File: src/rtl/dsr_pkg.sv
package dsr_pkg;
  localparam int BYTE_W    = 8;
  localparam int REG_IDX_W = 4;
  localparam int NUM_WREGS = 1 << REG_IDX_W;
  localparam int TC_W      = 2 * BYTE_W;
  localparam int NUM_CH    = 2;

  localparam logic [REG_IDX_W-1:0] REG_RXCTL  = 4'd3;
  localparam logic [REG_IDX_W-1:0] REG_TXCTL1 = 4'd4;
  localparam logic [REG_IDX_W-1:0] REG_TXCTL2 = 4'd5;
  localparam logic [REG_IDX_W-1:0] REG_MASTER = 4'd9;
  localparam logic [REG_IDX_W-1:0] REG_TC_LO  = 4'd12;
  localparam logic [REG_IDX_W-1:0] REG_TC_HI  = 4'd13;

  localparam logic [2:0] CMD_PT_HIGH = 3'b001;
  localparam logic [2:0] CMD_IUS_CLR = 3'b111;

  typedef enum logic [1:0] {
    RST_NONE = 2'b00,
    RST_CH_B = 2'b01,
    RST_CH_A = 2'b10,
    RST_BOTH = 2'b11
  } rst_cmd_e;

  // pointer loaded by a command write at pointer zero
  function automatic logic [REG_IDX_W-1:0] next_pointer(input logic [BYTE_W-1:0] cmd_byte);
    return {(cmd_byte[5:3] == CMD_PT_HIGH), cmd_byte[2:0]};
  endfunction

  function automatic logic is_param_reg(input logic [REG_IDX_W-1:0] idx);
    return (idx == REG_RXCTL) || (idx == REG_TXCTL1) || (idx == REG_TXCTL2) ||
           (idx == REG_TC_LO) || (idx == REG_TC_HI);
  endfunction

  // counter reload: (time constant + 2) states => load TC+1, count to 0
  function automatic logic [TC_W:0] baud_reload(input logic [BYTE_W-1:0] lo,
                                                input logic [BYTE_W-1:0] hi);
    return {1'b0, hi, lo} + {{TC_W{1'b0}}, 1'b1};
  endfunction

  // bit 0 = channel B, bit 1 = channel A
  function automatic logic [NUM_CH-1:0] reset_targets(input logic [BYTE_W-1:0] val);
    case (rst_cmd_e'(val[7:6]))
      RST_CH_B: return 2'b01;
      RST_CH_A: return 2'b10;
      RST_BOTH: return 2'b11;
      default:  return 2'b00;
    endcase
  endfunction
endpackage

File: src/rtl/dsr_chan.sv
module dsr_chan
  import dsr_pkg::*;
(
  input  logic                 clk,
  input  logic                 rst_n,
  input  logic                 acc_wr,
  input  logic                 acc_rd,
  input  logic                 is_data,
  input  logic [BYTE_W-1:0]    wdata,
  input  logic [BYTE_W-1:0]    rx_byte,
  input  logic                 rst_req,
  output logic [BYTE_W-1:0]    rdata,
  output logic [BYTE_W-1:0]    tx_hold,
  output logic                 tx_start,
  output logic                 param_upd,
  output logic                 ius_clr,
  output logic                 chan_rst,
  output logic [REG_IDX_W-1:0] ptr,
  output logic [NUM_CH-1:0]    rst_cmd,
  output logic                 tc_load,
  output logic [TC_W:0]        tc_load_val,
  output logic [TC_W-1:0]      tc_word
);
  logic [BYTE_W-1:0] wreg [NUM_WREGS];

  logic ctrl_wr, ctrl_rd, reg_wr, ptr_zero;

  assign ctrl_wr  = acc_wr && !is_data;
  assign ctrl_rd  = acc_rd && !is_data;
  assign ptr_zero = (ptr == '0);
  assign reg_wr   = ctrl_wr && !ptr_zero;

  assign rst_cmd = (reg_wr && ptr == REG_MASTER) ? reset_targets(wdata) : '0;
  assign tc_load = reg_wr && (ptr == REG_TC_LO || ptr == REG_TC_HI);
  assign tc_word = {wreg[REG_TC_HI], wreg[REG_TC_LO]};
  assign tc_load_val = baud_reload((ptr == REG_TC_LO) ? wdata : wreg[REG_TC_LO],
                                   (ptr == REG_TC_HI) ? wdata : wreg[REG_TC_HI]);

  always_comb begin
    if (is_data) begin
      rdata = rx_byte;
    end else begin
      case (ptr)
        REG_TC_LO: rdata = wreg[REG_TC_LO];
        REG_TC_HI: rdata = wreg[REG_TC_HI];
        default:   rdata = '0;
      endcase
    end
  end

  always_ff @(posedge clk or negedge rst_n) begin
    if (!rst_n) begin
      for (int i = 0; i < NUM_WREGS; i++) wreg[i] <= '0;
      ptr       <= '0;
      tx_hold   <= '0;
      tx_start  <= 1'b0;
      param_upd <= 1'b0;
      ius_clr   <= 1'b0;
      chan_rst  <= 1'b0;
    end else begin
      tx_start  <= 1'b0;
      param_upd <= 1'b0;
      ius_clr   <= 1'b0;
      chan_rst  <= 1'b0;
      if (rst_req) begin
        for (int i = 0; i < NUM_WREGS; i++) wreg[i] <= '0;
        ptr      <= '0;
        tx_hold  <= '0;
        chan_rst <= 1'b1;
      end else begin
        if (acc_wr && is_data) begin
          tx_hold  <= wdata;
          tx_start <= 1'b1;
        end
        if (ctrl_wr) begin
          if (ptr_zero) begin
            ptr     <= next_pointer(wdata);
            ius_clr <= (wdata[5:3] == CMD_IUS_CLR);
          end else begin
            if (rst_cmd == '0) wreg[ptr] <= wdata;
            param_upd <= is_param_reg(ptr);
            ptr       <= '0;
          end
        end
        if (ctrl_rd && !ptr_zero) ptr <= '0;
      end
    end
  end
endmodule

File: src/rtl/dsr_baud.sv
module dsr_baud
  import dsr_pkg::*;
(
  input  logic            clk,
  input  logic            rst_n,
  input  logic            en,
  input  logic            rst_req,
  input  logic            load,
  input  logic [TC_W:0]   load_val,
  input  logic [TC_W-1:0] tc_word,
  output logic            tick
);
  localparam logic [TC_W:0] CNT_AFTER_RST = {{TC_W{1'b0}}, 1'b1};

  logic [TC_W:0] cnt;
  logic          at_zero;

  assign at_zero = (cnt == '0);
  assign tick    = en && at_zero;

  always_ff @(posedge clk or negedge rst_n) begin
    if (!rst_n) begin
      cnt <= CNT_AFTER_RST;
    end else if (rst_req) begin
      cnt <= CNT_AFTER_RST;
    end else if (load) begin
      cnt <= load_val;
    end else if (en) begin
      cnt <= at_zero ? baud_reload(tc_word[BYTE_W-1:0], tc_word[TC_W-1:BYTE_W])
                     : cnt - 1'b1;
    end
  end
endmodule

File: src/rtl/dual_serial_regif.sv
module dual_serial_regif
  import dsr_pkg::*;
#(
  parameter int ADDR_SHIFT = 1,
  localparam int AW = ADDR_SHIFT + 2
) (
  input  logic              clk,
  input  logic              rst_n,
  input  logic [AW-1:0]     bus_addr,
  input  logic              bus_wr,
  input  logic              bus_rd,
  input  logic [BYTE_W-1:0] bus_wdata,
  output logic [BYTE_W-1:0] bus_rdata,
  input  logic [BYTE_W-1:0] rx_byte_b,
  input  logic [BYTE_W-1:0] rx_byte_a,
  output logic [BYTE_W-1:0] tx_hold_b,
  output logic [BYTE_W-1:0] tx_hold_a,
  output logic              tx_start_b,
  output logic              tx_start_a,
  output logic              param_upd_b,
  output logic              param_upd_a,
  output logic              ius_clr_b,
  output logic              ius_clr_a,
  output logic              chan_rst_b,
  output logic              chan_rst_a,
  output logic              baud_tick_b,
  output logic              baud_tick_a
);
  localparam int CH_B = 0;
  localparam int CH_A = 1;

  logic port_sel, chan_sel, half_q;

  assign port_sel = bus_addr[ADDR_SHIFT];
  assign chan_sel = bus_addr[ADDR_SHIFT+1];

  logic [BYTE_W-1:0]    rx_w     [NUM_CH];
  logic [BYTE_W-1:0]    rdata_w  [NUM_CH];
  logic [BYTE_W-1:0]    txh_w    [NUM_CH];
  logic [REG_IDX_W-1:0] ptr_w    [NUM_CH];
  logic [NUM_CH-1:0]    rcmd_w   [NUM_CH];
  logic [TC_W:0]        ldval_w  [NUM_CH];
  logic [TC_W-1:0]      tc_w     [NUM_CH];
  logic [NUM_CH-1:0]    txs_w, par_w, ius_w, crst_w, tcld_w, tick_w, rst_req;

  // named event wires for the checker
  logic [REG_IDX_W-1:0] ptr_b, ptr_a;
  logic [TC_W-1:0]      tc_b, tc_a;

  assign rx_w[CH_B] = rx_byte_b;
  assign rx_w[CH_A] = rx_byte_a;
  assign rst_req    = rcmd_w[CH_B] | rcmd_w[CH_A];

  // shared divide-by-two channel clock enable
  always_ff @(posedge clk or negedge rst_n) begin
    if (!rst_n) half_q <= 1'b0;
    else        half_q <= ~half_q;
  end

  for (genvar g = 0; g < NUM_CH; g++) begin : g_ch
    localparam logic CH_BIT = 1'(g);
    logic hit;
    assign hit = (chan_sel == CH_BIT);

    dsr_chan u_chan (
      .clk         (clk),
      .rst_n       (rst_n),
      .acc_wr      (bus_wr && hit),
      .acc_rd      (bus_rd && hit),
      .is_data     (port_sel),
      .wdata       (bus_wdata),
      .rx_byte     (rx_w[g]),
      .rst_req     (rst_req[g]),
      .rdata       (rdata_w[g]),
      .tx_hold     (txh_w[g]),
      .tx_start    (txs_w[g]),
      .param_upd   (par_w[g]),
      .ius_clr     (ius_w[g]),
      .chan_rst    (crst_w[g]),
      .ptr         (ptr_w[g]),
      .rst_cmd     (rcmd_w[g]),
      .tc_load     (tcld_w[g]),
      .tc_load_val (ldval_w[g]),
      .tc_word     (tc_w[g])
    );

    dsr_baud u_baud (
      .clk      (clk),
      .rst_n    (rst_n),
      .en       (half_q),
      .rst_req  (rst_req[g]),
      .load     (tcld_w[g]),
      .load_val (ldval_w[g]),
      .tc_word  (tc_w[g]),
      .tick     (tick_w[g])
    );
  end

  assign bus_rdata   = rdata_w[chan_sel];
  assign tx_hold_b   = txh_w[CH_B];
  assign tx_hold_a   = txh_w[CH_A];
  assign tx_start_b  = txs_w[CH_B];
  assign tx_start_a  = txs_w[CH_A];
  assign param_upd_b = par_w[CH_B];
  assign param_upd_a = par_w[CH_A];
  assign ius_clr_b   = ius_w[CH_B];
  assign ius_clr_a   = ius_w[CH_A];
  assign chan_rst_b  = crst_w[CH_B];
  assign chan_rst_a  = crst_w[CH_A];
  assign baud_tick_b = tick_w[CH_B];
  assign baud_tick_a = tick_w[CH_A];
  assign ptr_b       = ptr_w[CH_B];
  assign ptr_a       = ptr_w[CH_A];
  assign tc_b        = tc_w[CH_B];
  assign tc_a        = tc_w[CH_A];
endmodule

File: config.mk
export PLATFORM = sky130hd
export DESIGN_NAME = dual_serial_regif
export DESIGN_NICKNAME = d
export VERILOG_FILES = /design/src/rtl/dsr_pkg.sv /design/src/rtl/dsr_chan.sv /design/src/rtl/dsr_baud.sv /design/src/rtl/dual_serial_regif.sv
export SDC_FILE = /design/constraint.sdc
export NUM_CORES = 1
export LEC_CHECK = 0
export BUFFER_PORTS_ARGS = -buffer_cell sky130_fd_sc_hd__buf_4
export CAP_MARGIN = 20
export CORE_MARGIN = 3
export CORE_UTILIZATION = 40
export DETAILED_ROUTE_END_ITERATION = 8
export SLEW_MARGIN = 10
export SYNTH_ARGS = -nofsm -noshare
export SYNTH_HDL_FRONTEND = slang
export SYNTH_SLANG_ARGS = --single-unit
File: constraint.sdc
create_clock -name clk -period 3.12 [get_ports clk]
set_input_delay 0.624 -clock clk [delete_from_list [all_inputs] [get_ports clk]]
set_output_delay 0.624 -clock clk [all_outputs]
set_load 0.03 [all_outputs]
# == Yosys cells after proc, flatten, opt, wreduce, memory -nomap -nowiden ==
# Index checks and enable logic that the tools add are counted.
# op_classes
n_reduce_logical,53
n_bitwise,6
muxes,66
n_lt_le_gt_ge,5
eq_ne,19
n_addsub,6
# op_table
op,n
$mux W128,8
$bwmux W128,2
$mux W17,8
$mux W8,15
$add A16 B1 Y17 const B,4
$demux W8 S4,2
$logic_not A17 Y1,2
$sub A17 B1 Y17 const B,2
$mux W4,8
$pmux W8 S2,2
$eq A4 B4 Y1 const B,6
$logic_and A1 B1 Y1,22
$mux W1,18
$eq A4 B3 Y1 const B,4
$reduce_bool A2 Y1,6
$reduce_bool A3 Y1,4
$ge A5 B5 Y1 const B,2
$logic_or A1 B1 Y1,10
$lt A5 B1 Y1 const B,2
$not A4 Y5,2
$eq A4 B2 Y1 const B,2
$logic_not A4 Y1,2
$pmux W2 S3,1
$reduce_and A3 Y1,2
12 further kinds,19
# word_totals
wordCells,202
regBits,323
input_bits,31

# == Depth between registers and ports, before layout ==
# Gate-level depths: netlist (run 1).
# logic_depth
depth_word,11
ltp_mapped,13

# == Cells and area by module ==
# A second synthesis (run 1) with hierarchy kept.
# unflattened
cells_unflattened,968
hier_area_um2,8085.3
# modules_own_cells
module,area_each_um2,seq_area_each_um2,instances,cells_per_inst
dsr_chan (g_ch[1].u_chan),2282.2,800.8,1,271
dsr_chan (g_ch[0].u_chan),2260.9,800.8,1,253
dsr_baud (g_ch[0].u_baud),1690.4,426.7,1,213
dsr_baud (g_ch[1].u_baud),1654.1,426.7,1,214
dual_serial_regif,197.7,25.0,1,17

# == Worst setup path before layout (run 1) ==
# No wires, ideal clock.
# synth_path
kind,input -> output
from,input bus_addr[2]
to,output bus_rdata[0]
t_arrival_ns,2.129
path_slack_ns,0.367
n_path_buf,2
stages,5
path_cell_list,buf_2 > inv_1 > clkbuf_1 > a221oi_1 > o31ai_1
# synth_via
elab_chain_cells,4
# synth_lines
element,line_no,source
from (decl),dual_serial_regif.sv:9,"input logic [AW-1:0] bus_addr,"
$not A1 Y2 (implied by the code),dual_serial_regif.sv:99,assign bus_rdata = rdata_w[chan_sel];
$mux W8 (implied by the code) (3 in series),dual_serial_regif.sv:99,
to (decl),dual_serial_regif.sv:13,"output logic [BYTE_W-1:0] bus_rdata,"
# Every way passes these cells. The select of a mux whose other input is x is not followed.

# == Worst setup path after layout (run 1) ==
# layout_path
from,register g_ch[1].u_baud.cnt[2]
to,output baud_tick_a
# layout_via
elab_chain_cells,2
# layout_lines
element,line_no,source
from (decl),dsr_baud.sv:15,logic [TC_W:0] cnt;
from (signal assigned),dsr_baud.sv:27,cnt <= load_val;
from (signal assigned),dsr_baud.sv:29,"cnt <= at_zero ? baud_reload(tc_word[BYTE_W-1:0], tc_word[TC_W-1:BYTE_W])"
$logic_not A17 Y1,dsr_baud.sv:18,assign at_zero = (cnt == '0);
$logic_and A1 B1 Y1,dsr_baud.sv:19,assign tick = en && at_zero;
to (decl),dual_serial_regif.sv:27,output logic baud_tick_a
# Every way passes these cells.

==> results of run 1 <==
## routing by layer
layer,global-route usage (%),wire length [um],vias up,part of all wire [%]
li1,-,-,3306,-
met2,35.91,10580,271,45
met5,0,0,-,0
met4,7.241,415,0,1.8
met3,3.630,1464,29,6.2
met1,34.77,11060,3348,47
## report_power, final
| part | switching (mW) | internal, mW | total, mW |
|---|---|---|---|
| combinational | 0.562 | 0.478 | 1.04 |
| sequential | 0.337 | 1.51 | 1.84 |
| clock | 0.552 | 0.555 | 1.11 |
## cells in the final DEF, fill, tap and decap left out, drive strengths merged, types with 5 or more instances in the layout
cell and instances:
o22ai 16, a211oi 9, ha 8, a31oi 8, o21ai 59, clkbuf 9, mux4 6, buf 92
nand4 21, dfrtp 97, and3 9, nor2 59, a22o 34, mux2i 22, a21oi 47, a22oi 6
nand3 61, xor2 21, nor4 16, or3 7, xnor2 39, inv 17, o211ai 5, nor3 22
and4 5, nand2 150
## worst max-delay path, cell delays in order (launching register included)
cell and delay, ns:
sky130_fd_sc_hd__dfrtp_1 0.45, sky130_fd_sc_hd__nor4_4 0.40, sky130_fd_sc_hd__nand3_1 0.29, sky130_fd_sc_hd__nor3_1 0.54, sky130_fd_sc_hd__buf_4 0.26
## registers in the layout, summed over array words and instances, names as in the netlist
signal                 flops
g_ch.u_baud.cnt           34
g_ch.u_chan.chan_rst       2
g_ch.u_chan.ius_clr        2
g_ch.u_chan.param_upd      2
g_ch.u_chan.ptr            8
g_ch.u_chan.tc_word       32
g_ch.u_chan.tx_hold       16
g_ch.u_chan.tx_start       2
half_q                     1
## worst max-delay path by stage
stage | to | cells past startpoint
global placement | g_ch[0].u_chan.tc_word[10] | 7
floorplan | bus_rdata[0] | 5
CTS | baud_tick_a | 4
global route | baud_tick_a | 4
finish | baud_tick_a | 4
detailed placement | g_ch[0].u_chan.tc_word[12] | 7
## through the flow
step                instances  utilization, %  total power, mW  area (um^2)
finish                   1145           46.70            3.990         8190
CTS                      1145           46.70            3.998         8190
floorplan                 893               -            2.541         7253
global placement         1130           45.11            2.874         7911
detailed placement       1130           45.11            2.891         7911
global route             1145           46.70            4.215         8190
## kinds of logic after synthesis
kind of cell	Yosys count	share of synthesized area (%)
AOI/OAI and AO/OA	217	19.80
DFF	99	34.19
buffers and inverters	94	5.520
xor gates and xnor gates	60	7.245
muxes	32	5.520
adders and majority gates	8	1.380
and+or+nand+nor	383	26.34
## area by class of cell
| type | count | area [um^2] |
|---|---|---|
| fill | 1765 | 9346 |
| multi-input combinational | 700 | 4394 |
| sequential | 99 | 2480 |
| timing repair buffer | 92 | 703.2 |
| tap | 225 | 281.5 |
| clock buffer | 9 | 225.2 |
| clock inverter | 6 | 53.80 |
| inverter | 14 | 52.55 |
==> metrics.txt, run 1 <==
# TYPE chip_impl_metric gauge
chip_impl_metric{name="yosys.cell_types.count",unit=""} 73
chip_impl_metric{name="diodes",unit=""} 0
chip_impl_info{name="rsz0062_at_grt",value="false"} 1
chip_impl_metric{name="last_weighted_congestion_value_of_the_routability_driven_placer",unit=""} 0.9434
chip_impl_metric{name="tns",unit="ns"} 0
chip_impl_info{name="timing.setup.critical_path_class",value="reg2out"} 1
chip_impl_metric{name="initial_utilization",unit="%"} 41.36
chip_impl_metric{name="synth-edff-count",unit=""} 0
chip_impl_metric{name="ys_seq_elements",unit=""} 99
chip_impl_metric{name="cts_resized",unit=""} 0
chip_impl_metric{name="placement_rows",unit=""} 48
chip_impl_metric{name="maximum_buffer_depth_of_the_clock_tree",unit=""} 2
chip_impl_metric{name="synth.cell_area",unit="mm^2"} 0.007253
chip_impl_info{name="endpoint_kind",value="primary output"} 1
chip_impl_metric{name="clock_skew",unit="ns"} 0.008619
chip_impl_metric{name="quantity_of_i_o_buffers_inserted_on_ports",unit=""} 63
chip_impl_metric{name="ctsHoldBuffers",unit=""} 0
chip_impl_info{name="yosys-top-cells-count",value="sky130_fd_sc_hd__nand2_1, sky130_fd_sc_hd__dfrtp_1, sky130_fd_sc_hd__nand3_1, sky130_fd_sc_hd__nor2_1, sky130_fd_sc_hd__o21ai_0"} 1
chip_impl_metric{name="rrSetupSlack",unit="ns"} 0.56
chip_impl_info{name="cp-start-kind",value="flip-flop"} 1
chip_impl_metric{name="cts_clock_pin_slew_for_the_worst_setup_and_hold_paths",unit="ns"} 0.07
chip_impl_metric{name="wl_per_cell",unit="um"} 20.54
chip_impl_info{name="netlist_top_cells_area",value="sky130_fd_sc_hd__dfrtp_1, sky130_fd_sc_hd__nand2_1, sky130_fd_sc_hd__xnor2_1"} 1
chip_impl_info{name="worst_r2r_endpoint",value="g_ch[0].u_baud.cnt[10]"} 1
chip_impl_info{name="hold_path_class",value="in2async"} 1
chip_impl_metric{name="synthDominantCellAreaShare",unit="%"} 33.47
chip_impl_metric{name="final-hold-violation-count",unit=""} 0
chip_impl_info{name="setup.worst_path.start",value="g_ch[1].u_baud.cnt[2]"} 1
chip_impl_metric{name="power-per-cell-area",unit="mW/mm^2"} 487.2
chip_impl_metric{name="floorplan.die_area",unit="mm^2"} 0.01979
chip_impl_metric{name="grt_pass1_wl",unit="um"} 37430
chip_impl_info{name="synth_area_leader_cell",value="sky130_fd_sc_hd__dfrtp_1"} 1
chip_impl_metric{name="antenna_violating_nets_post_route",unit=""} 0
chip_impl_info{name="regToRegStartpoint",value="g_ch[0].u_chan.ptr[1]"} 1
chip_impl_metric{name="cell_count_after_synthesis",unit=""} 893
chip_impl_metric{name="dp_slack",unit="ns"} 0.4071
chip_impl_metric{name="timing.fmax",unit="MHz"} 340.6
chip_impl_metric{name="route.detailed.drc",unit=""} 0
chip_impl_metric{name="hold-worst-slack",unit="ns"} 0.1640
chip_impl_metric{name="maximum_number_of_pins_on_one_net_before_global_route_repair",unit=""} 45
chip_impl_metric{name="drt-total-wl",unit="um"} 23520
chip_impl_metric{name="ff2ff_path_depth",unit=""} 10
chip_impl_metric{name="grt_pass1_vias",unit=""} 6515
chip_impl_metric{name="synthArstFlopShare",unit="%"} 100.0
chip_impl_metric{name="globalRouteOverflowTotal",unit=""} 0
chip_impl_metric{name="drv.max_cap_violation_count",unit=""} 0
chip_impl_metric{name="core_region_area",unit="mm^2"} 0.01754
chip_impl_metric{name="area.growth.synth_to_final",unit="%"} 12.92
chip_impl_info{name="tritoncts",value="built"} 1
chip_impl_metric{name="final_worst_path_cycle_share",unit="%"} 94.11
chip_impl_metric{name="chipHeight",unit="um"} 140.7
chip_impl_metric{name="clock_tree.htree_level_count",unit=""} 3
chip_impl_info{name="outcome",value="completed"} 1
chip_impl_metric{name="postCtsSetupRepairBufs",unit=""} 0
chip_impl_metric{name="route.detailed.vias_per_inst",unit=""} 6.073
chip_impl_metric{name="final.min_clock_period",unit="ns"} 2.936
chip_impl_metric{name="worst-endpoint-arrival",unit="ns"} 2.31
chip_impl_metric{name="setup-violations-final",unit=""} 0
chip_impl_metric{name="synth_seq_area_share",unit="%"} 34.19
chip_impl_metric{name="total_leakage_power",unit="nW"} 3.417
chip_impl_info{name="cts-root-buf",value="sky130_fd_sc_hd__clkbuf_16"} 1
chip_impl_info{name="synth-main-ff-cell",value="sky130_fd_sc_hd__dfrtp_1"} 1
chip_impl_metric{name="worst_endpoint_required_time",unit="ns"} 2.50
chip_impl_metric{name="layout.nets",unit=""} 955
chip_impl_metric{name="yosysWarnings",unit=""} 0
chip_impl_metric{name="layout_setup_ws",unit="ns"} 0.1838
chip_impl_metric{name="max_slew_margin",unit="%"} 50.39
chip_impl_metric{name="detailedRoute.firstIterationViolations",unit=""} 687
chip_impl_metric{name="maxSlewViolCount",unit=""} 0
chip_impl_metric{name="cts_buffers",unit=""} 9
chip_impl_info{name="synth_most_common_cell",value="sky130_fd_sc_hd__nand2_1"} 1
chip_impl_metric{name="detailroute.via_count",unit=""} 6954
chip_impl_metric{name="transition_at_the_pin_with_the_smallest_max_transition_slack",unit="ns"} 0.7442
chip_impl_metric{name="grtUsageTotal",unit="%"} 23.65
chip_impl_metric{name="synthesis.area_per_instance",unit="um^2"} 8.122
chip_impl_metric{name="numClockSinks",unit=""} 99
chip_impl_metric{name="layout-drive-gt1-share",unit="%"} 15.00
chip_impl_metric{name="dpl.hpwl",unit="um"} 16360
chip_impl_metric{name="vdd_drop_max",unit="mV"} 0.2741
chip_impl_metric{name="insertion_delay",unit="ns"} 0.36
chip_impl_metric{name="drt_pre_antenna_iters",unit=""} 5
chip_impl_metric{name="grt_antenna_before_repair",unit=""} 0
chip_impl_metric{name="synth_nets",unit=""} 932
chip_impl_metric{name="num_ports",unit=""} 65
chip_impl_metric{name="chipWidth",unit="um"} 140.7
chip_impl_metric{name="cp_max_fo",unit=""} 8
No activity file was read; power rests on OpenSTA's default activity.
==> inputs of run 2 (changes only) <==
- BUFFER_PORTS_ARGS: -buffer_cell sky130_fd_sc_hd__buf_4 -> -buffer_cell sky130_fd_sc_hd__buf_2
==> run 2 against run 1 <==
  * Worst hold slack gained 0.073 ns
  * Largest power group unchanged
  * Critical endpoint is now bus_rdata[2]
  * Routed wire length shrank 0.96%
  * Clock power grew 6%
  * Final cell count grew 0.70%
  * Setup slack gained 0.020 ns
  * Die area is the same
  * Clock skew grew 0.0058 ns
  * Highest routed layer unchanged
  * Final area shrank 0.95%
  * Via count grew 0.86%
  * Sequential cell count is the same
  * Critical path type unchanged
  * Utilization shrank 0.44 points
  * Sequential share of layout area grew 0.29 points
==> metrics.txt, run 2 (synthesized netlist as in run 1, its figures left out) <==
# TYPE chip_impl_metric gauge
chip_impl_metric{name="max_slew_margin",unit="%"} 57.38
chip_impl_metric{name="num_ports",unit=""} 65
chip_impl_metric{name="power",unit="mW"} 4.029
chip_impl_info{name="regToRegStartpoint",value="g_ch[0].u_chan.ptr[1]"} 1
chip_impl_metric{name="globalRouteOverflowTotal",unit=""} 0
chip_impl_metric{name="core_region_area",unit="mm^2"} 0.01754
chip_impl_metric{name="cts_buffers",unit=""} 9
chip_impl_metric{name="antenna_violating_nets_post_route",unit=""} 0
chip_impl_metric{name="drt_pre_antenna_iters",unit=""} 5
chip_impl_info{name="endpoint_kind",value="primary output"} 1
chip_impl_metric{name="route.detailed.drc",unit=""} 0
chip_impl_metric{name="multi_input_area",unit="mm^2"} 0.004394
chip_impl_metric{name="detailedRoute.firstIterationViolations",unit=""} 651
chip_impl_metric{name="floorplan.die_area",unit="mm^2"} 0.01979
chip_impl_metric{name="insertion_delay",unit="ns"} 0.36
chip_impl_metric{name="postCtsSetupRepairBufs",unit=""} 0
chip_impl_metric{name="worst_endpoint_required_time",unit="ns"} 2.50
chip_impl_metric{name="chipHeight",unit="um"} 140.7
chip_impl_metric{name="layout.nets",unit=""} 962
chip_impl_metric{name="clock_skew",unit="ns"} 0.01439
chip_impl_metric{name="final-hold-violation-count",unit=""} 0
chip_impl_info{name="timing.critical_path.slowest_stage_cell",value="sky130_fd_sc_hd__dfrtp_1"} 1
chip_impl_metric{name="maximum_buffer_depth_of_the_clock_tree",unit=""} 2
chip_impl_metric{name="tns",unit="ns"} 0
chip_impl_info{name="cp_cell_sequence",value="and4b_1, a22o_1, mux4_2, buf_2"} 1
chip_impl_metric{name="total_leakage_power",unit="nW"} 3.429
chip_impl_info{name="timing.critical_path.max_delay_family",value="flip-flops"} 1
chip_impl_metric{name="timing.fmax",unit="MHz"} 343.0
chip_impl_metric{name="drv.max_cap_violation_count",unit=""} 0
chip_impl_info{name="mostFrequentLayoutCell",value="sky130_fd_sc_hd__nand2_1"} 1
chip_impl_metric{name="transition_at_the_pin_with_the_smallest_max_transition_slack",unit="ns"} 0.6327
chip_impl_metric{name="cp_max_fo",unit=""} 12
chip_impl_metric{name="ff2ff_path_depth",unit=""} 6
chip_impl_info{name="outcome",value="completed"} 1
chip_impl_metric{name="finish.utilization",unit="%"} 46.26
chip_impl_metric{name="drt-total-wl",unit="um"} 23300
chip_impl_metric{name="largest_stage_delay_on_the_critical_path",unit="ns"} 0.58
chip_impl_metric{name="clock_tree.htree_level_count",unit=""} 3
chip_impl_metric{name="route.detailed.vias_per_inst",unit=""} 6.083
chip_impl_metric{name="path_buf_inv",unit=""} 1
chip_impl_metric{name="maximum_number_of_pins_on_one_net_before_global_route_repair",unit=""} 62
chip_impl_metric{name="ctsHoldBuffers",unit=""} 0
chip_impl_metric{name="grt_antenna_before_repair",unit=""} 0
chip_impl_metric{name="diodes",unit=""} 0
chip_impl_metric{name="initial_utilization",unit="%"} 41.36
chip_impl_metric{name="layout.area.seq",unit="mm^2"} 0.002480
chip_impl_metric{name="grtUsageTotal",unit="%"} 23.64
chip_impl_metric{name="dpl.hpwl",unit="um"} 16470
chip_impl_metric{name="rrSetupSlack",unit="ns"} 0.56
chip_impl_metric{name="cts_resized",unit=""} 0
chip_impl_metric{name="maxSlewViolCount",unit=""} 0
chip_impl_info{name="tritoncts",value="built"} 1
chip_impl_metric{name="cts_clock_pin_slew_for_the_worst_setup_and_hold_paths",unit="ns"} 0.08
chip_impl_info{name="cts-root-buf",value="sky130_fd_sc_hd__clkbuf_16"} 1
chip_impl_metric{name="setup-violations-final",unit=""} 0
chip_impl_metric{name="power-per-cell-area",unit="mW/mm^2"} 496.6
chip_impl_metric{name="detailroute.via_count",unit=""} 7014
chip_impl_metric{name="placement_rows",unit=""} 48
chip_impl_metric{name="final_worst_path_cycle_share",unit="%"} 93.46
chip_impl_metric{name="last_weighted_congestion_value_of_the_routability_driven_placer",unit=""} 0.9367
chip_impl_metric{name="grt_pass1_vias",unit=""} 6474
chip_impl_metric{name="grt_pass1_wl",unit="um"} 37470
chip_impl_info{name="worst_r2r_endpoint",value="g_ch[0].u_baud.cnt[15]"} 1
chip_impl_info{name="timing.setup.critical_path_class",value="reg2out"} 1
chip_impl_metric{name="numClockSinks",unit=""} 99
chip_impl_metric{name="final.min_clock_period",unit="ns"} 2.916
chip_impl_info{name="largest-register",value="g_ch.u_baud.cnt"} 1
chip_impl_metric{name="area.growth.synth_to_final",unit="%"} 11.85
chip_impl_info{name="rsz0062_at_grt",value="false"} 1
chip_impl_metric{name="chipWidth",unit="um"} 140.7
chip_impl_metric{name="quantity_of_i_o_buffers_inserted_on_ports",unit=""} 63
chip_impl_info{name="mostFrequentLayoutCells",value="sky130_fd_sc_hd__nand2_1, sky130_fd_sc_hd__dfrtp_1, sky130_fd_sc_hd__buf_2, sky130_fd_sc_hd__nand3_1, sky130_fd_sc_hd__nor2_1"} 1
chip_impl_metric{name="nFillCells",unit=""} 1750
chip_impl_info{name="hold_path_class",value="in2async"} 1
chip_impl_metric{name="vdd_drop_max",unit="mV"} 0.3006
chip_impl_metric{name="worst-endpoint-arrival",unit="ns"} 2.29
chip_impl_metric{name="layout-drive-gt1-share",unit="%"} 15.73
chip_impl_metric{name="wl_per_cell",unit="um"} 20.20
chip_impl_info{name="cp-start-kind",value="flip-flop"} 1
chip_impl_metric{name="number_of_flip_flops_under_the_largest_register_name",unit=""} 34
==> run 2: cell count changes in the layout (fill, tap and decap cells not counted) <==
cell                         before  now
sky130_fd_sc_hd__buf_2            0   62
sky130_fd_sc_hd__buf_4           91   36
sky130_fd_sc_hd__clkbuf_8         0    1
sky130_fd_sc_hd__clkinv_8         0    1
sky130_fd_sc_hd__clkinvlp_4       1    0
sky130_fd_sc_hd__inv_6            4    3
sky130_fd_sc_hd__inv_8            1    2
==> run 2: per-layer routing <==
| metal | global-route usage [%] | vias to the layer above | routed length (um) |
|---|---|---|---|
| li1 | - | 3311 | - |
| met1 | 36.10 | 3378 | 11030 |
| met2 | 35.33 | 293 | 10250 |
| met3 | 2.341 | 32 | 1545 |
| met4 | 7.139 | 0 | 476 |
| met5 | 0 | - | 0 |
==> run 2: cell type report <==
cell class	instances	area share (%)
inverter	14	0.6477
multi-input combinational	700	54.16
clock inverter	6	0.8020
clock buffer	10	2.946
tap	225	3.470
timing repair buffer	99	7.403
sequential	99	30.57
==> run 2: worst max path at each step <==
stage / startpoint / to / slack, ns / cells after the start
after floorplan: bus_addr[2] / bus_rdata[0] / 0.37 / 5
after global placement: bus_addr[1] / g_ch[0].u_chan.tc_word[8] / 0.38 / 7
after detailed placement: bus_addr[1] / g_ch[0].u_chan.tc_word[8] / 0.36 / 7
after CTS: g_ch[1].u_chan.ptr[1] / bus_rdata[2] / 0.23 / 4
after global routing: g_ch[0].u_baud.cnt[1] / baud_tick_b / 0.06 / 6
final: g_ch[1].u_chan.ptr[1] / bus_rdata[2] / 0.20 / 4
==> run 2: power by group <==
part	switching [mW]	total [mW]	internal (mW)
sequential	0.333	1.84	1.51
clock	0.585	1.18	0.592
combinational	0.564	1.01	0.449
total	1.48	4.03	2.55
==> run 2: stage by stage <==
stage	instances	hold slack [ns]	worst slack (ns)	instance area [um^2]
after CTS	1153	0.2531	0.2324	8113
after global placement	1137	0.5131	0.3823	7809
after floorplan	893	0.3284	0.3666	7253
after detailed placement	1137	0.5152	0.3587	7809
after global routing	1153	0.2766	0.05916	8113
final	1153	0.2375	0.2042	8113
==> inputs of run 3 (changes only) <==
- PLACE_DENSITY_LB_ADDON: not set -> 0.2
==> run 3 against run 2 <==
  * Fmax is essentially flat
  * Sequential power hardly changed
  * Critical path type unchanged
  * Critical endpoint is now baud_tick_a
  * Sequential cell count unchanged
  * Utilization shrank 0.28 points
  * Power down 1.4%
  * Largest cell class unchanged
==> metrics.txt, run 3 (synthesized netlist as in run 1, its figures left out) <==
# TYPE chip_impl_metric gauge
chip_impl_metric{name="chipHeight",unit="um"} 140.7
chip_impl_metric{name="ctsHoldBuffers",unit=""} 0
chip_impl_metric{name="vdd_drop_max",unit="mV"} 0.2666
chip_impl_metric{name="final_cells",unit=""} 1151
chip_impl_metric{name="floorplan.die_area",unit="mm^2"} 0.01979
chip_impl_metric{name="drv.max_cap_violation_count",unit=""} 0
chip_impl_metric{name="antenna_violating_nets_post_route",unit=""} 0
chip_impl_metric{name="cts_resized",unit=""} 0
chip_impl_metric{name="dp_cells",unit=""} 1135
chip_impl_metric{name="transition_at_the_pin_with_the_smallest_max_transition_slack",unit="ns"} 0.7784
chip_impl_metric{name="rrSetupSlack",unit="ns"} 0.37
chip_impl_metric{name="area.growth.synth_to_final",unit="%"} 11.18
chip_impl_metric{name="maximum_buffer_depth_of_the_clock_tree",unit=""} 2
chip_impl_metric{name="grt_antenna_before_repair",unit=""} 0
chip_impl_metric{name="core_region_area",unit="mm^2"} 0.01754
chip_impl_info{name="worst_r2r_endpoint",value="g_ch[0].u_baud.cnt[10]"} 1
chip_impl_metric{name="clock_skew",unit="ns"} 0.005920
chip_impl_info{name="timing.setup.critical_path_class",value="reg2out"} 1
chip_impl_metric{name="diodes",unit=""} 0
chip_impl_metric{name="cts_clock_pin_slew_for_the_worst_setup_and_hold_paths",unit="ns"} 0.07
chip_impl_info{name="mostFrequentLayoutCell",value="sky130_fd_sc_hd__nand2_1"} 1
chip_impl_metric{name="route.detailed.vias_per_inst",unit=""} 6.015
chip_impl_metric{name="layout.area.seq",unit="mm^2"} 0.002480
chip_impl_metric{name="dp_slack",unit="ns"} 0.3734
chip_impl_info{name="cts-root-buf",value="sky130_fd_sc_hd__clkbuf_16"} 1
chip_impl_metric{name="wl_per_cell",unit="um"} 20.73
chip_impl_metric{name="layout.nets",unit=""} 960
chip_impl_info{name="rsz0062_at_grt",value="false"} 1
chip_impl_metric{name="total_leakage_power",unit="nW"} 3.401
chip_impl_metric{name="placement_rows",unit=""} 48
chip_impl_metric{name="drt_pre_antenna_iters",unit=""} 5
chip_impl_metric{name="chipWidth",unit="um"} 140.7
chip_impl_info{name="cp-start-kind",value="flip-flop"} 1
chip_impl_metric{name="max_slew_margin",unit="%"} 48.11
chip_impl_metric{name="maximum_number_of_pins_on_one_net_before_global_route_repair",unit=""} 57
chip_impl_metric{name="insertion_delay",unit="ns"} 0.36
chip_impl_metric{name="cp_max_fo",unit=""} 8
chip_impl_metric{name="last_weighted_congestion_value_of_the_routability_driven_placer",unit=""} 0.9113
chip_impl_metric{name="maxSlewViolCount",unit=""} 0
chip_impl_metric{name="grtUsageTotal",unit="%"} 24.42
chip_impl_metric{name="tns",unit="ns"} 0
chip_impl_metric{name="cts_buffers",unit=""} 9
chip_impl_metric{name="power-per-cell-area",unit="mW/mm^2"} 492.6
chip_impl_metric{name="detailroute.via_count",unit=""} 6923
chip_impl_info{name="mostFrequentLayoutCells",value="sky130_fd_sc_hd__nand2_1, sky130_fd_sc_hd__dfrtp_1, sky130_fd_sc_hd__buf_2, sky130_fd_sc_hd__nand3_1, sky130_fd_sc_hd__nor2_1"} 1
chip_impl_metric{name="setup-violations-final",unit=""} 0
chip_impl_metric{name="quantity_of_i_o_buffers_inserted_on_ports",unit=""} 63
chip_impl_metric{name="layout-drive-gt1-share",unit="%"} 15.44
chip_impl_metric{name="drt-total-wl",unit="um"} 23860
chip_impl_info{name="largest-register",value="g_ch.u_baud.cnt"} 1
chip_impl_metric{name="grt_pass1_vias",unit=""} 6590
chip_impl_metric{name="worst_endpoint_required_time",unit="ns"} 2.50
chip_impl_metric{name="multi_input_area",unit="mm^2"} 0.004394
chip_impl_info{name="hold_path_class",value="in2async"} 1
chip_impl_metric{name="numClockSinks",unit=""} 99
chip_impl_metric{name="final_worst_path_cycle_share",unit="%"} 93.43
chip_impl_metric{name="initial_utilization",unit="%"} 41.36
chip_impl_metric{name="globalRouteOverflowTotal",unit=""} 0
chip_impl_metric{name="layout_setup_ws",unit="ns"} 0.2051
chip_impl_metric{name="clock_tree.htree_level_count",unit=""} 3
chip_impl_metric{name="worst-endpoint-arrival",unit="ns"} 2.29
chip_impl_metric{name="grt_pass1_wl",unit="um"} 38300
chip_impl_metric{name="number_of_flip_flops_under_the_largest_register_name",unit=""} 34
chip_impl_info{name="outcome",value="completed"} 1
chip_impl_metric{name="ff2ff_path_depth",unit=""} 9
chip_impl_info{name="endpoint_kind",value="primary output"} 1
chip_impl_metric{name="nFillCells",unit=""} 1774
chip_impl_metric{name="num_ports",unit=""} 65
chip_impl_metric{name="timing.fmax",unit="MHz"} 343.1
chip_impl_metric{name="final-hold-violation-count",unit=""} 0
chip_impl_metric{name="final.min_clock_period",unit="ns"} 2.915
chip_impl_info{name="regToRegStartpoint",value="g_ch[0].u_chan.ptr[1]"} 1
chip_impl_info{name="tritoncts",value="built"} 1
chip_impl_metric{name="route.detailed.drc",unit=""} 0
chip_impl_metric{name="dpl.hpwl",unit="um"} 17050
chip_impl_metric{name="detailedRoute.firstIterationViolations",unit=""} 799
chip_impl_metric{name="postCtsSetupRepairBufs",unit=""} 0
-- run 3: cell types whose count changed in the layout (fill, tap and decap cells not counted), sizes merged --
cell      change
clkinvlp      +1
buf           -2
inv           -1
-- run 3: per-stage QoR --
stage	total power [mW]	hold slack [ns]	area, um^2	util (%)
final	3.972	0.3528	8064	45.98
after CTS	3.988	0.3800	8064	45.98
after global routing	4.194	0.4138	8064	45.98
after global placement	2.852	0.5146	7781	44.37
after floorplan	2.541	0.3284	7253	-
after detailed placement	2.867	0.5176	7781	44.37
-- run 3: worst max-delay path by stage --
stage / from / end / depth (start not counted)
finish: g_ch[1].u_baud.cnt[2] / baud_tick_a / 4
global route: g_ch[1].u_baud.cnt[2] / baud_tick_a / 4
CTS: g_ch[1].u_baud.cnt[2] / baud_tick_a / 4
detailed placement: bus_addr[1] / g_ch[0].u_chan.tc_word[13] / 7
global placement: bus_addr[1] / g_ch[0].u_chan.tc_word[8] / 7
floorplan: bus_addr[2] / bus_rdata[0] / 5
-- run 3: routing by layer --
metal / GRT usage, % / up-vias / part of all wire (%)
met3: 2.748 / 39 / 6.0
met4: 8.618 / 0 / 2.9
met5: 0 / - / 0
met1: 36.06 / 3305 / 47
li1: - / 3311 / -
met2: 37.10 / 268 / 44
-- run 3: cell type report --
type / count / area share [%]
Timing Repair Buffer: 97 / 7.106
Tap cell: 225 / 3.491
Clock inverter: 6 / 0.6672
Clock buffer: 10 / 2.839
Inverter: 14 / 0.6517
Multi-Input combinational cell: 700 / 54.49
Sequential cell: 99 / 30.75
-- run 3: worst max-delay path, cell delays in order, from the launching register on --
cell and delay, ns:
sky130_fd_sc_hd__dfrtp_1 0.45, sky130_fd_sc_hd__nor4_4 0.40, sky130_fd_sc_hd__nand3_1 0.30, sky130_fd_sc_hd__nor3_1 0.49
sky130_fd_sc_hd__buf_2 0.29
-- run 3: report_power, final --
| part | internal (mW) | switching [mW] |
|---|---|---|
| combinational | 0.448 | 0.566 |
| sequential | 1.51 | 0.336 |
| clock | 0.559 | 0.558 |
